[src/rtl/wp_guard_pkg.sv]
package wp_guard_pkg;

  // Matcher progress: K* shared by both sequences, U* only on the release path
  typedef enum logic [2:0] {
    ST_IDLE, ST_K1, ST_K2, ST_U3, ST_U4, ST_U5
  } step_e;

  localparam logic [7:0] KEY_FIRST      = 8'hAA;
  localparam logic [7:0] KEY_SECOND     = 8'h55;
  localparam logic [7:0] OP_LOCK        = 8'hA0;
  localparam logic [7:0] OP_UNLOCK      = 8'h80;
  localparam logic [7:0] OP_UNLOCK_LAST = 8'h20;

  typedef struct packed {
    step_e nxt;
    logic  hit;
    logic  lock_done;
    logic  unlock_done;
  } step_res_t;

endpackage

[src/rtl/wp_seq_match.sv]
module wp_seq_match
  import wp_guard_pkg::*;
#(
  parameter int AW = 15,
  parameter int DW = 8,
  parameter int WIN_CYC = 64,
  parameter logic [AW-1:0] ADDR_HI = 15'h5555,
  parameter logic [AW-1:0] ADDR_LO = 15'h2AAA
) (
  input  logic          clk,
  input  logic          rst_n,
  input  logic          wr_stb,
  input  logic [AW-1:0] wr_addr,
  input  logic [DW-1:0] wr_data,
  output logic          cmd_hit,
  output logic          lock_done,
  output logic          unlock_done
);

  localparam int GW = $clog2(WIN_CYC + 1);
  localparam logic [GW-1:0] GAP_MAX = GW'(WIN_CYC);

  // One step of the matcher: where a write at (a, d) leads from step cur
  function automatic step_res_t advance(step_e cur, logic [AW-1:0] a, logic [DW-1:0] d);
    step_res_t r;
    logic at_hi;
    logic at_lo;
    at_hi = (a == ADDR_HI);
    at_lo = (a == ADDR_LO);
    r = '{nxt: ST_IDLE, hit: 1'b0, lock_done: 1'b0, unlock_done: 1'b0};
    case (cur)
      ST_IDLE: if (at_hi && d == DW'(KEY_FIRST))  begin r.nxt = ST_K1; r.hit = 1'b1; end
      ST_K1:   if (at_lo && d == DW'(KEY_SECOND)) begin r.nxt = ST_K2; r.hit = 1'b1; end
      ST_K2: begin
        if (at_hi && d == DW'(OP_LOCK)) begin
          r.hit = 1'b1;
          r.lock_done = 1'b1;
        end else if (at_hi && d == DW'(OP_UNLOCK)) begin
          r.nxt = ST_U3;
          r.hit = 1'b1;
        end
      end
      ST_U3:   if (at_hi && d == DW'(KEY_FIRST))  begin r.nxt = ST_U4; r.hit = 1'b1; end
      ST_U4:   if (at_lo && d == DW'(KEY_SECOND)) begin r.nxt = ST_U5; r.hit = 1'b1; end
      ST_U5: begin
        if (at_hi && d == DW'(OP_UNLOCK_LAST)) begin
          r.hit = 1'b1;
          r.unlock_done = 1'b1;
        end
      end
      default: ;
    endcase
    return r;
  endfunction

  step_e         stp_q;
  step_e         stp_eff;
  logic [GW-1:0] gap_q;
  logic          expired;
  step_res_t     res;

  assign expired = (gap_q == GAP_MAX);
  assign stp_eff = expired ? ST_IDLE : stp_q;
  assign res     = advance(stp_eff, wr_addr, wr_data);

  assign cmd_hit     = wr_stb & res.hit;
  assign lock_done   = wr_stb & res.lock_done;
  assign unlock_done = wr_stb & res.unlock_done;

  // Cycles since the last write, saturating at the window limit
  always_ff @(posedge clk or negedge rst_n) begin
    if (!rst_n)       gap_q <= GAP_MAX;
    else if (wr_stb)  gap_q <= '0;
    else if (!expired) gap_q <= gap_q + 1'b1;
  end

  always_ff @(posedge clk or negedge rst_n) begin
    if (!rst_n)       stp_q <= ST_IDLE;
    else if (wr_stb)  stp_q <= res.nxt;
    else if (expired) stp_q <= ST_IDLE;
  end

  assert_seq_end_idle_R8: assert property (@(posedge clk) disable iff (!rst_n)
    (lock_done || unlock_done) |=> (stp_q == ST_IDLE));

  assert_mismatch_idle_R8: assert property (@(posedge clk) disable iff (!rst_n)
    (wr_stb && !cmd_hit) |=> (stp_q == ST_IDLE));

  assert_step_advance_R2: assert property (@(posedge clk) disable iff (!rst_n)
    (cmd_hit && !lock_done && !unlock_done) |=> (stp_q != ST_IDLE));

  assert_window_drop_R9: assert property (@(posedge clk) disable iff (!rst_n)
    (!wr_stb && expired) |=> (stp_q == ST_IDLE));

  assert_gap_restart_R9: assert property (@(posedge clk) disable iff (!rst_n)
    wr_stb |=> (gap_q == '0));

endmodule

[src/rtl/wp_prot_state.sv]
module wp_prot_state (
  input  logic clk,
  input  logic rst_n,
  input  logic prog_done,
  input  logic lock_done,
  input  logic unlock_done,
  output logic prot,
  output logic sess
);

  // Retained flag: powers up clear, never touched by rst_n
  logic prot_q = 1'b0;
  logic pend_lock_q;
  logic pend_unlock_q;
  logic sess_q;

  always_ff @(posedge clk) begin
    if (rst_n && prog_done) begin
      if (pend_lock_q)        prot_q <= 1'b1;
      else if (pend_unlock_q) prot_q <= 1'b0;
    end
  end

  // A sequence finished in this cycle outranks the closing pulse
  always_ff @(posedge clk or negedge rst_n) begin
    if (!rst_n) begin
      pend_lock_q   <= 1'b0;
      pend_unlock_q <= 1'b0;
      sess_q        <= 1'b0;
    end else if (lock_done) begin
      pend_lock_q   <= 1'b1;
      pend_unlock_q <= 1'b0;
      sess_q        <= 1'b1;
    end else if (unlock_done) begin
      pend_lock_q   <= 1'b0;
      pend_unlock_q <= 1'b1;
      sess_q        <= 1'b1;
    end else if (prog_done) begin
      pend_lock_q   <= 1'b0;
      pend_unlock_q <= 1'b0;
      sess_q        <= 1'b0;
    end
  end

  assign prot = prot_q;
  assign sess = sess_q;

  assert_lock_applies_R3: assert property (@(posedge clk) disable iff (!rst_n)
    (prog_done && pend_lock_q) |=> prot_q);

  assert_unlock_applies_R4: assert property (@(posedge clk) disable iff (!rst_n)
    (prog_done && pend_unlock_q) |=> !prot_q);

  assert_flag_holds_R1: assert property (@(posedge clk) disable iff (!rst_n)
    !prog_done |=> $stable(prot_q));

  assert_session_close_R6: assert property (@(posedge clk) disable iff (!rst_n)
    (prog_done && !lock_done && !unlock_done) |=> !sess_q);

  assert_session_open_R10: assert property (@(posedge clk) disable iff (!rst_n)
    (lock_done || unlock_done) |=> sess_q);

endmodule

[src/rtl/wp_cmd_guard.sv]
module wp_cmd_guard #(
  parameter int AW = 15,
  parameter int DW = 8,
  parameter int WIN_CYC = 64,
  parameter logic [AW-1:0] ADDR_HI = 15'h5555,
  parameter logic [AW-1:0] ADDR_LO = 15'h2AAA
) (
  input  logic          clk,
  input  logic          rst_n,
  input  logic          wr_stb,
  input  logic [AW-1:0] wr_addr,
  input  logic [DW-1:0] wr_data,
  input  logic          prog_done,
  output logic          protect_state,
  output logic          commit_allowed,
  output logic          suppress_byte
);

  logic cmd_hit;
  logic lock_done;
  logic unlock_done;
  logic prot;
  logic sess;

  wp_seq_match #(
    .AW(AW), .DW(DW), .WIN_CYC(WIN_CYC), .ADDR_HI(ADDR_HI), .ADDR_LO(ADDR_LO)
  ) u_match (
    .clk(clk), .rst_n(rst_n), .wr_stb(wr_stb), .wr_addr(wr_addr), .wr_data(wr_data),
    .cmd_hit(cmd_hit), .lock_done(lock_done), .unlock_done(unlock_done)
  );

  wp_prot_state u_state (
    .clk(clk), .rst_n(rst_n), .prog_done(prog_done),
    .lock_done(lock_done), .unlock_done(unlock_done),
    .prot(prot), .sess(sess)
  );

  assign protect_state  = prot;
  assign suppress_byte  = cmd_hit;
  assign commit_allowed = wr_stb & ~cmd_hit & (~prot | sess);

  assert_refused_when_locked_R5: assert property (@(posedge clk) disable iff (!rst_n)
    (wr_stb && !cmd_hit && prot && !sess) |-> !commit_allowed);

endmodule

[config.mk]
export PLATFORM = sky130hd
export DESIGN_NAME = wp_cmd_guard
export DESIGN_NICKNAME = d
export VERILOG_FILES = /design/src/rtl/wp_guard_pkg.sv /design/src/rtl/wp_seq_match.sv /design/src/rtl/wp_prot_state.sv /design/src/rtl/wp_cmd_guard.sv
export SDC_FILE = /design/constraint.sdc
export NUM_CORES = 1
export LEC_CHECK = 0
export ABC_AREA = 1
export BUFFER_PORTS_ARGS = -buffer_cell sky130_fd_sc_hd__buf_4
export CAP_MARGIN = 10
export CORE_MARGIN = 3
export CORE_UTILIZATION = 51
export CTS_CLUSTER_DIAMETER = 60
export DETAILED_ROUTE_END_ITERATION = 10
export HOLD_SLACK_MARGIN = 0.15
export PLACE_DENSITY = 0.84
export SLEW_MARGIN = 0
export SYNTH_ARGS = -nofsm -noshare
export SYNTH_HDL_FRONTEND = slang
export SYNTH_SLANG_ARGS = --single-unit
export TNS_END_PERCENT = 20
[constraint.sdc]
create_clock -name clk -period 1.7 [get_ports clk]
set_input_delay 0.085 -clock clk [delete_from_list [all_inputs] [get_ports clk]]
set_output_delay 0.085 -clock clk [all_outputs]
set_load 0.03 [all_outputs]
## Word level (Yosys, flattened, before mapping)

Index checks and enable logic that the tools add are counted.

- Register bits after elaboration: 14
- Output and inout port bits: 3

- $add $sub $neg: 1
- Equality and inequality tests: 14
- Muxes and demuxes: 24
- Bitwise logic cells: 8
- Reductions and logical operators: 10

Operators with widths:

| cell | count |
|---|---|
| $eq 8x8->1 const B | 3 |
| $eq 15x14->1 const B | 1 |
| $eq 15x15->1 const B | 1 |
| $mux 3 | 5 |
| $pmux 3 s5 | 1 |
| $mux 7 | 2 |
| $mux 1 | 12 |
| $eq 8x6->1 const B | 1 |
| $eq 8x7->1 const B | 1 |
| $mux 4 | 2 |
| $add 7x1->7 const B | 1 |
| $eq 7x7->1 const B | 1 |
| $eq 3x2->1 const B | 2 |
| $eq 3x3->1 const B | 2 |
| $logic_and 1x1->1 | 6 |
| $pmux 1 s6 | 1 |
| $and 1x1->1 | 5 |
| $eq 3x1->1 const B | 1 |
| $logic_not 3->1 | 1 |
| $reduce_bool 3->1 | 1 |
| $mux 2 | 1 |
| $ne 2x2->1 const B | 1 |
| $not 1->1 | 2 |
| $reduce_and 2->1 | 1 |
| other kinds (2) | 2 |

## Logic depth before layout (Yosys ltp)

Gate-level depths: netlist of the first run.

- Depth in word-level cells: 9
- Mapped depth: 12
- Gate-level depth less buffers: 12

## Hierarchy

A second synthesis of the first run with hierarchy kept.

- Cells, all modules: 185
- Area total of the unflattened synthesis: 1151.1 um^2

Modules (own cells, without submodules):

| module | times used | cells an instance | area an instance (um^2) |
|---|---|---|---|
| wp_seq_match | 1 | 164 | 972.2 |
| wp_prot_state | 1 | 16 | 160.2 |
| wp_cmd_guard | 1 | 5 | 18.8 |

## Least setup slack after synthesis of the first run

No wires, ideal clock.

- Path type: register -> output
- Start point: reg u_match.gap_q[0]
- End point: out commit_allowed
- Arrival time: 1667 ps
- Path slack: -52 ps
- Cell stages (with the launch flop): 13
- Path through: dfrtp_1 > inv_1 > ha_1 > nand2_1 > inv_1 > nand3_4 > nand2_1 > inv_1 > nand3_1 > nand2_1 > nor2_2 > nand2_1 > nor2_1

- Word-level cells in the longest chain between the ends: 8
- Elaborated cells on any way between the ends: 13

Ends and longest elaborated chain:

| item | line | text |
|---|---|---|
| start, declared | wp_seq_match.sv:58 | `logic [GW-1:0] gap_q;` |
| start signal, assigned | wp_seq_match.sv:74 | `else if (!expired) gap_q <= gap_q + 1'b1;` |
| $eq 7x7->1 (*) | wp_seq_match.sv:62 | `assign expired = (gap_q == GAP_MAX);` |
| $mux 3 (*) | n/a |  |
| $eq 3x3->1, or another cell as far along | wp_seq_match.sv:31 | `case (cur)` |
| $pmux 1 s6 (*) | wp_seq_match.sv:31 |  |
| $and 1x1->1 (*) | wp_seq_match.sv:66 | `assign cmd_hit = wr_stb & res.hit;` |
| $not 1->1 (*) | wp_cmd_guard.sv:40 | `assign commit_allowed = wr_stb & ~cmd_hit & (~prot \| sess);` |
| $and 1x1->1 (*) (2 in series) | wp_cmd_guard.sv:40 |  |
| end, declared | wp_cmd_guard.sv:15 | `output logic commit_allowed,` |

Mark *: on every way between the ends. The rest lies on a longest branch, timed or not.

## Final worst setup path of the first run

- Start point: reg u_match.gap_q[1]
- End point: out commit_allowed

Same word-level chain as after synthesis.

==> results of run 1 <==
worst min path at each step:
stage	startpoint	end	slack, ns	cells past startpoint
2_1_floorplan	rst_n	u_match.gap_q[0]	-0.21	0
3_3_place_gp	rst_n	u_match.gap_q[1]	-0.06	1
3_5_place_dp	rst_n	u_match.gap_q[2]	-0.06	1
4_1_cts	rst_n	u_match.gap_q[1]	0.18	2
5_1_grt	rst_n	u_match.gap_q[1]	0.19	2
6_report	rst_n	u_match.gap_q[0]	0.17	2
worst max-delay path, cell delays in order (launching register included):
cell and delay [ns]:
dfrtp_1 0.41, inv_2 0.08, ha_4 0.14, nand2_4 0.05, inv_4 0.07, nand3_4 0.13
nand3_4 0.13, nor2_1 0.05, nand3_1 0.15, nand2_2 0.10, nor2_4 0.13, nand2_2 0.07
nor2_2 0.09, buf_6 0.13
cell type report:
cell class	instances	area, um^2
multi-input combinational	127	713
timing repair buffer	49	383
fill	127	364
sequential	14	357
inverter	30	115
clock buffer	4	36.3
tap	27	33.8
what timing repair did:
item | in CTS | in global routing
cloned | 1 | 0
setup endpoints to repair | 2 | 3
endpoints found under the hold margin | 20 | 0
pin swaps | 9 | 5
buffers inserted | 13 | 4
hold buffers | 3 | 0
resized for setup | 18 | 9
cell families (layout without fill, tap and decap cells):
family	after synthesis	count (layout)	synth area share, %
and+or+nand+nor	106	107	44.5
buffers and inverters	30	83	10.3
AOI/OAI and AO/OA	16	16	8.50
DFF	14	14	32.7
adders and majority gates	2	2	2.30
xor gates and xnor gates	2	2	1.61
through the flow:
stage | cell area [um^2] | cells | total power [mW]
floorplan | 1090 | 170 | 0.400
global placement | 1340 | 226 | 0.469
detailed placement | 1340 | 226 | 0.475
CTS | 1580 | 247 | 0.744
global route | 1640 | 251 | 0.787
finish | 1640 | 251 | 0.760
layer usage:
metal	global-route usage [%]	wire length, um
met3	5.13	306
met1	27.5	1360
met5	0	0
met2	52.7	2030
met4	11.1	168
registers in the layout, summed over array words and instances (netlist names):
| name | cells |
|---|---|
| u_match.gap_q | 7 |
| u_match.stp_q | 3 |
| u_state.pend_lock_q | 1 |
| u_state.pend_unlock_q | 1 |
| u_state.prot | 1 |
| u_state.sess | 1 |
placed cells by master, fill, tap and decap left out, drive strengths merged:
cell,n
dfstp,1
edfxtp,1
nand4,6
xor2,1
dfrtp,12
or2,1
nor3,3
xnor2,1
nor2,38
nand3,21
buf,46
a21o,1
o31ai,1
a21oi,5
a21boi,1
inv,30
nor3b,1
nand2,35
ha,2
dlygate4sd3,3
nor4,1
nand3b,1
o22ai,1
o21ai,7
clkbuf,4
power groups by stage:
| stage | combinational (mW) | sequential [mW] | clock, mW |
|---|---|---|---|
| detailed placement | 0.120 | 0.354 | 0 |
| floorplan | 0.0471 | 0.353 | 0 |
| CTS | 0.154 | 0.347 | 0.243 |
| finish | 0.171 | 0.348 | 0.241 |
| global placement | 0.115 | 0.354 | 0 |
| global route | 0.185 | 0.348 | 0.253 |
==> metrics, run 1 <==
status=complete, but fails checks; failing checks=setup timing; Worst R2R End=u_match.stp_q[1]; Ports=30; Yosys top cell by area=dfrtp_1; final hold violation count=0; clk root buf=clkbuf_4; Gate Count Post-Synth=170; library cells used by synthesis=26; vias in the first global route=1314; Final Util=81.8%; Data required, critical path=1.62 ns; routed length per placed instance=roughly 15 um; hold_ws=about 0.17 ns; Post-synth EDFFs=1; Final Setup Violations=3; crit path DAT=between 2 and 2.5 ns; clock power share=31.7%; depth of the worst register-to-register path=11; initial core utilization=54.4%; 1st-iter DRT viols=between 100 and 150; Tcrit/Tclk final=124%; share of the synthesized area in the top cell type=27.6%; Longest Clk Path Bufs=2; fraction of registers with async set/reset=92.9%; Synth Warn #=0; part of the power in registers=45.7%; Detailed Route WL=3870 um; area delta synth->final=50.3%; type of origin of the critical path=flop; Setup WS post-layout=-0.414 ns; Die X-Extent=52.2 um; Port-buffer cells=29; synth top area cells=dfrtp_1 28%, nand2_1 12%, nor2_1 11%, inv_1 9.6%, nand3_1 8.7%; HP Class=in -> async; sw frac=a little over a quarter; crit end category=primary output; antenna violations before repair=0; Syn Nets=199; clk sink count=14; via count=roughly 1400; Top FF cell, synth=dfrtp_1; worst-path maximum fanout=5; share of post-route cells with drive strength above 1=approximately 36%; Psw=0.198 mW; DP Wirelength=between 2000 and 2500 um; Slew Viols, Final=0; minimum clock period=approximately 2.1 ns; std cell rows=16; die area=0.00273 mm^2; launching point of the worst reg2reg path=u_match.gap_q[1]; H-tree levels=1; maximum number of pins on one net before global-route repair=15; Synth top cells by count=35 x nand2_1, 32 x nor2_1, 28 x inv_1; Critical Path Source=u_match.gap_q[1]; Clock transition at path regs=0.09 ns; crit path to=commit_allowed; DRT Pass-1 Iters=6; core box area=0.00200 mm^2; Placement Setup Slack=-0.0575 ns; grt total ovfl=0; Reg2Reg Setup Slack=-0.01 ns; Clock Skew=0.0155 ns; Sum Neg Setup Slack=-0.764 ns; ant diodes=0; first-pass GRT wire length=roughly 5400 um; RSZ-0062 raised after global routing=yes; f_max=473 MHz; PwrDens=approximately 460 mW/mm^2; Routed Antenna Nets=0; clk_lat worst skew=0.29 ns; total track usage=27.0%; critical path class=reg -> out; Mapped Area=0.00109 mm^2; Via-to-Cell Ratio=5.75; maximum capacitance violations=0; register area share after synthesis=32.7%; Int Power=0.562 mW; Yosys reg bits=14; Slew @ Worst Pin=0.361 ns; # DRC=0; combinational power share=roughly 23%; syn_area_per_cell=about 6.4 um^2; VDD IR max=0.477 mV; most frequent cell after synthesis=nand2_1; slew margin rel.=75.7%; Inserted Clock Buffers=3; routability congestion estimate=0.899; die height=52.2 um; NumNets Final=254; CTS tree=built; Leak=0.843 nW
(Power assumes the default switching activity.)
==> run 2, diff against run 1 <==
Settings changed: ABC_AREA 1 to not set.
Clock period 1.7 ns to 1.95 ns, I/O delays scaled along.
==> metrics, run 2 <==
Top delay family on crit path=simple AND/OR/NAND/NOR gates; clk_lat worst skew=0.28 ns (about the same); Inserted Clock Buffers=3 (unchanged); area delta synth->final=36.2%; first-pass GRT wire length=5160 um (-4.3%); grt total ovfl=0 (unchanged); failing checks=setup timing; synth top area cells=dfrtp_1 27%, xor2_1 4.0%, nor2_1 3.1%, nand4_1 2.9%, nand3_1 2.7%; fraction of registers with async set/reset=92.9% (unchanged); minimum clock period=about 2.2 ns; flip-flop count of the largest register after layout=7 (unchanged); share of post-route cells with drive strength above 1=32.3% (-3.4 points); crit-path cells=or4_4 > or2_4 > a32oi_2 > o22ai_2 > a211oi_4 > buf_6; crit end category=primary output; maximum number of pins on one net before global-route repair=16 (+1); CP bufs+invs=1 (-2); total power=0.652 mW (-14%); Final Util=74.3% (-7.5 points); Leak=0.628 nW (-25%); commonest non-fill, non-tap cell in the layout=buf_4; DP Wirelength=2370 um (+10%); critical path class=reg -> out; largest registers=u_match.gap_q: 7 flops, u_match.stp_q: 3 flops; Die X-Extent=52.3 um (+0.11%); Yosys reg bits=14 (unchanged); Longest Clk Path Bufs=2 (unchanged); NumNets Final=197 (-22%); Most flops, register=u_match.gap_q; std cell rows=16 (unchanged); 1st-iter DRT viols=40 (-64%); type of origin of the critical path=flop; Mapped Area=0.00109 mm^2 (+0.23%); Routed Antenna Nets=0 (unchanged); crit path DAT=2.12 ns (+0.09 ns); Port-buffer cells=29 (unchanged); total track usage=25.4% (-1.6 points); Ports=30 (unchanged); clk root buf=clkbuf_4; library cells used by synthesis=47 (+81%); Via-to-Cell Ratio=6.14 (+6.8%); multiplexer area fraction after synthesis=0% (unchanged); final hold violation count=0 (unchanged); status=complete, but fails checks; most frequent cell after synthesis=dfrtp_1; critical path depth in cells=6 (-7); ant diodes=0 (unchanged); Final Setup Violations=2 (-1); Top FF cell, synth=dfrtp_1; syn_area_per_cell=8.67 um^2 (+35%); die area=0.00273 mm^2 (+0.21%); maximum capacitance violations=0 (unchanged); Post-Synth Adder-Cell Area=2.29% (-0.0053 points); Yosys top cell by area=dfrtp_1; routed length per placed instance=16.4 um (+6.5%); Post-CTS Setup Inserts=0 (-13); Cells after DPL=187 (-17%); routability congestion estimate=0.883 (-1.8%); clk sink count=14 (unchanged); Post-Synth XOR/XNOR Area=4.81% (+3.2 points); Tcrit/Tclk final=114%; depth of the worst register-to-register path=6 (-5); worst stage delay on the critical path=0.54 ns (+0.13 ns); slew margin rel.=60.4% (-15 points); Synth top cells by count=12 x dfrtp_1, 9 x nor2_1, 8 x nand2_1; via count=1191 (-17%); H-tree levels=1 (unchanged); f_max=between 400 and 500 MHz; Slew @ Worst Pin=0.588 ns (+0.227 ns); RSZ-0062 raised after global routing=yes; vias in the first global route=1185 (-9.8%); VDD IR max=0.388 mV (-19%); Syn Nets=155 (-22%); # DRC=0 (unchanged); main combinational cell family by area after synthesis=simple AND/OR/NAND/NOR gates; Placement Setup Slack=0.0268 ns (+0.0843 ns); Data required, critical path=1.85 ns (+0.23 ns); CTS tree=built; Sum Neg Setup Slack=-0.535 ns (+0.229 ns); crit path max-delay cell type=or4_4; post-synthesis compound-gate area fraction=18.2% (+9.7 points); initial core utilization=54.6% (+0.13 points); final std cells w/o fill=194 (-23%); Clock Skew=0.00904 ns (-0.00646 ns); Gate Count Post-Synth=126 (-26%); HP Class=in -> reg; most used cells in the layout excluding fill and tap cells=38 x buf_4, 12 x dfrtp_1, 9 x nor2_1; Post-synth EDFFs=1 (unchanged); die height=52.3 um (+0.11%); Slew Viols, Final=0 (unchanged); register area share after synthesis=32.6% (-0.075 points); worst-path maximum fanout=3 (-2); antenna violations before repair=0 (unchanged); Setup WS post-layout=-0.268 ns (+0.146 ns); PwrDens=438 mW/mm^2 (-5.7%); Clock transition at path regs=0.10 ns (about the same); Synth Warn #=0 (unchanged); share of the synthesized area in the top cell type=27.5% (-0.063 points); post-synthesis simple-gate area fraction=38.4% (-6.2 points); Min-Delay Path Depth=3; core box area=0.00200 mm^2 (unchanged); DRT Pass-1 Iters=4 (-2); Detailed Route WL=3180 um (-18%)
-- run 2: cell count changes after synthesis, moves of 4 or more --
cell	delta
nand2_1	-27
inv_1	-23
nor2_1	-23
nand3_1	-13
nor2_2	-6
o211ai_1	+4
xor2_1	+4
-- run 2: final timing paths --
kind	startpoint	end	slack [ns]
min in group asynchronous	rst_n	u_match.stp_q[1]	0.22
max in group asynchronous	rst_n	u_match.gap_q[6]	1.48
setup reg to reg	u_match.gap_q[5]	u_match.stp_q[0]	0.13
hold reg to reg	u_state.pend_lock_q	u_state.prot	0.50
setup / recovery	u_match.gap_q[5]	commit_allowed	-0.27
hold / removal	wr_data[5]	u_state.pend_lock_q	0.19
-- run 2: cells by family after synthesis --
| kind of cell | count (synthesis) |
|---|---|
| xor+xnor | 6 |
| fa+ha+maj | 2 |
| buf+inv | 10 |
| compound gates | 28 |
| flops | 14 |
| simple gates | 66 |
-- run 2: through the flow --
stage	area [um^2]	hold WS [ns]
3_5_place_dp	1410	-0.0470
4_1_cts	1480	0.177
2_1_floorplan	1110	-0.198
5_1_grt	1490	0.186
6_report	1490	0.185
3_3_place_gp	1410	-0.0491
-- run 2: worst min-delay path, delay by kind of cell --
kind	cells	cell delay (ns)
AO/OA/AOI/OAI	1	0.09
AND/OR/NAND/NOR	1	0.12
buffers and inverters	1	0.13
-- run 2: repair_timing --
action                                 4_1_cts  5_1_grt
endpoints found under the hold margin       24        0
setup endpoints to repair                    2        5
gates resized for setup                      3        1
pin swaps                                    0        0
hold buffers                                 3        0
-- run 2: cell type report --
class | count | area, um^2
flip-flops and latches | 14 | 357
inverters | 5 | 18.8
clock buffers | 4 | 36.3
fillers | 166 | 514
multi-input cells | 102 | 716
repair buffers | 42 | 327
well taps | 27 | 33.8
-- run 2: metal layers --
metal  GRT usage (%)  part of all wire, %  vias up
li1                -                    -      560
met1            30.4                   40      568
met2            43.2                   51       53
met3            4.84                  6.6       10
met4            12.3                  2.0        0
met5               0                    0        -
-- run 2: report_power, final --
| group | internal (mW) | leakage [nW] | switching [mW] | total [mW] |
|---|---|---|---|---|
| clock | 0.114 | 0.0210 | 0.102 | 0.215 |
| sequential | 0.299 | 0.185 | 0.00861 | 0.308 |
| combinational | 0.0682 | 0.422 | 0.0601 | 0.128 |
| total | 0.481 | 0.628 | 0.171 | 0.652 |
==> run 3, diff against run 2 <==
Settings changed: CORE_UTILIZATION 51 to 46, PLACE_DENSITY 0.84 to 0.8.
Clock period 1.95 ns to 1.84 ns, I/O delays scaled along.
==> metrics, run 3 (synthesis gave the netlist of run 2 again) <==
Tcrit/Tclk final=119%; final hold violation count=0 (unchanged); critical path class=reg -> out; HP Class=in -> reg; worst stage delay on the critical path=0.53 ns (about the same); crit end category=primary output; Most flops, register=u_match.gap_q; ant diodes=0 (unchanged); area delta synth->final=41.0%; DP Wirelength=2380 um (+0.68%); type of origin of the critical path=flop; Routed Antenna Nets=0 (unchanged); grt total ovfl=0 (unchanged); vias in the first global route=1141 (-3.7%); Longest Clk Path Bufs=2 (unchanged); crit path DAT=2.09 ns (-0.03 ns); f_max=458 MHz; Reg area=357 um^2 (unchanged); commonest non-fill, non-tap cell in the layout=buf_4; Leak=0.650 nW (+3.6%); minimum clock period=2.18 ns; Multi-input gate area=733 um^2 (+2.4%); crit path max-delay cell type=or4_4; CTS tree=built; clk_lat worst skew=0.29 ns (about the same); Port-buffer cells=29 (unchanged); H-tree levels=1 (unchanged); clk sink count=14 (unchanged); flip-flop count of the largest register after layout=7 (unchanged); maximum number of pins on one net before global-route repair=16 (unchanged); Slew Viols, Final=0 (unchanged); # DRC=0 (unchanged); Via-to-Cell Ratio=5.98 (-2.5%); VDD IR max=0.469 mV (+21%); Slew @ Worst Pin=0.411 ns (-0.177 ns); NumNets Final=201 (+2.0%); slew margin rel.=72.3% (+12 points); Detailed Route WL=3160 um (-0.82%); Final Setup Violations=2 (unchanged); PwrDens=450 mW/mm^2 (+2.7%); most used cells in the layout excluding fill and tap cells=41 x buf_4, 12 x dfrtp_1, 8 x nor2_1, 8 x nand2_1, 6 x nand3_1; 1st-iter DRT viols=28 (-30%); total track usage=22.0% (-3.4 points); die height=54.7 um (+4.7%); Ports=30 (unchanged); Clock transition at path regs=0.08 ns (-0.02 ns); worst-path maximum fanout=2 (-1); routed length per placed instance=15.9 um (-3.3%); maximum capacitance violations=0 (unchanged); status=complete, but fails checks; largest registers=u_match.gap_q: 7 flops, u_match.stp_q: 3 flops; antenna violations before repair=0 (unchanged); crit-path cells=or4_4 > or2_4 > a32oi_2 > o22ai_2 > a211oi_4 > buf_6; Placement Setup Slack=-0.0748 ns (-0.102 ns); Data required, critical path=1.75 ns (-0.10 ns); core box area=0.00223 mm^2 (+12%); clk root buf=clkbuf_4; Clock Skew=0.00102 ns (-0.00803 ns); via count=1191 (unchanged); Setup WS post-layout=-0.345 ns (-0.0761 ns); failing checks=setup timing; Final Util=69.0% (-5.3 points); routability congestion estimate=0.932 (+5.6%); RSZ-0062 raised after global routing=yes; initial core utilization=48.9% (-5.7 points); std cell rows=17 (+1); Filler Cells Inserted=167 (+0.60%); share of post-route cells with drive strength above 1=36.3% (+3.9 points); Inserted Clock Buffers=3 (unchanged); first-pass GRT wire length=4770 um (-7.5%); DRT Pass-1 Iters=4 (unchanged); Die X-Extent=54.7 um (+4.7%); die area=0.00300 mm^2 (+9.6%)
==> run 3: changes by cell type in the layout (fill, tap and decap cells not counted), sizes merged <==
cell,delta
buf,+4
==> run 3: final cells by class <==
type | instances | share of cell area, %
repair buffers | 46 | 23.4
multi-input cells | 102 | 47.6
clock buffers | 4 | 2.36
inverters | 5 | 1.22
flip-flops and latches | 14 | 23.2
well taps | 28 | 2.27
==> run 3: path summary, 6_finish.rpt <==
kind                                     startpoint                  end  slack [ns]  cells after the start
worst min-delay path                     wr_data[5]  u_state.pend_lock_q        0.16                      3
worst min register to register  u_state.pend_lock_q         u_state.prot        0.50                      0
max in group asynchronous                     rst_n     u_match.gap_q[6]        1.43                      2
worst max-delay path               u_match.gap_q[5]       commit_allowed       -0.34                      6
worst max register to register     u_match.stp_q[2]     u_match.stp_q[1]        0.07                      6
min in group asynchronous                     rst_n     u_match.gap_q[2]        0.18                      2
==> run 3: stage by stage <==
step                      instance area [um^2]  cells  total power [mW]  TNS, ns  hold WS [ns]
final                                     1540    199             0.693   -0.676         0.163
after global routing                      1540    199             0.720   -0.797         0.168
after CTS                                 1530    199             0.693   -0.694         0.152
after detailed placement                  1440    192             0.465   -0.176       -0.0501
after global placement                    1440    192             0.459  -0.0310       -0.0525
after floorplan                           1110    126             0.380   -0.218        -0.204
==> run 3: repair_timing <==
item                                   in CTS  in global routing
endpoints found under the hold margin      25                  0
gates resized for setup                     6                  6
buffers inserted                            0                  0
setup endpoints to repair                   5                  6
hold buffers                                3                  0
==> run 3: layer usage <==
metal | up-vias | wire, um | GRT usage (%)
met2 | 39 | 1550 | 38.4
li1 | 569 | - | -
met4 | 0 | 61 | 7.05
met5 | - | 0 | 0
met1 | 577 | 1340 | 25.3
met3 | 6 | 204 | 6.54
==> run 3: report_power, final <==
part	internal (mW)	switching, mW
registers	0.317	0.00766
logic	0.0775	0.0656
clock network	0.121	0.105
total	0.515	0.178
==> run 3: critical path, delay by kind of cell, from the launching register on <==
| kind | cells | cell delay, ns |
|---|---|---|
| buffers and inverters | 1 | 0.16 |
| and+or+nand+nor | 2 | 0.78 |
| DFF | 1 | 0.39 |
| AOI/OAI and AO/OA | 3 | 0.48 |
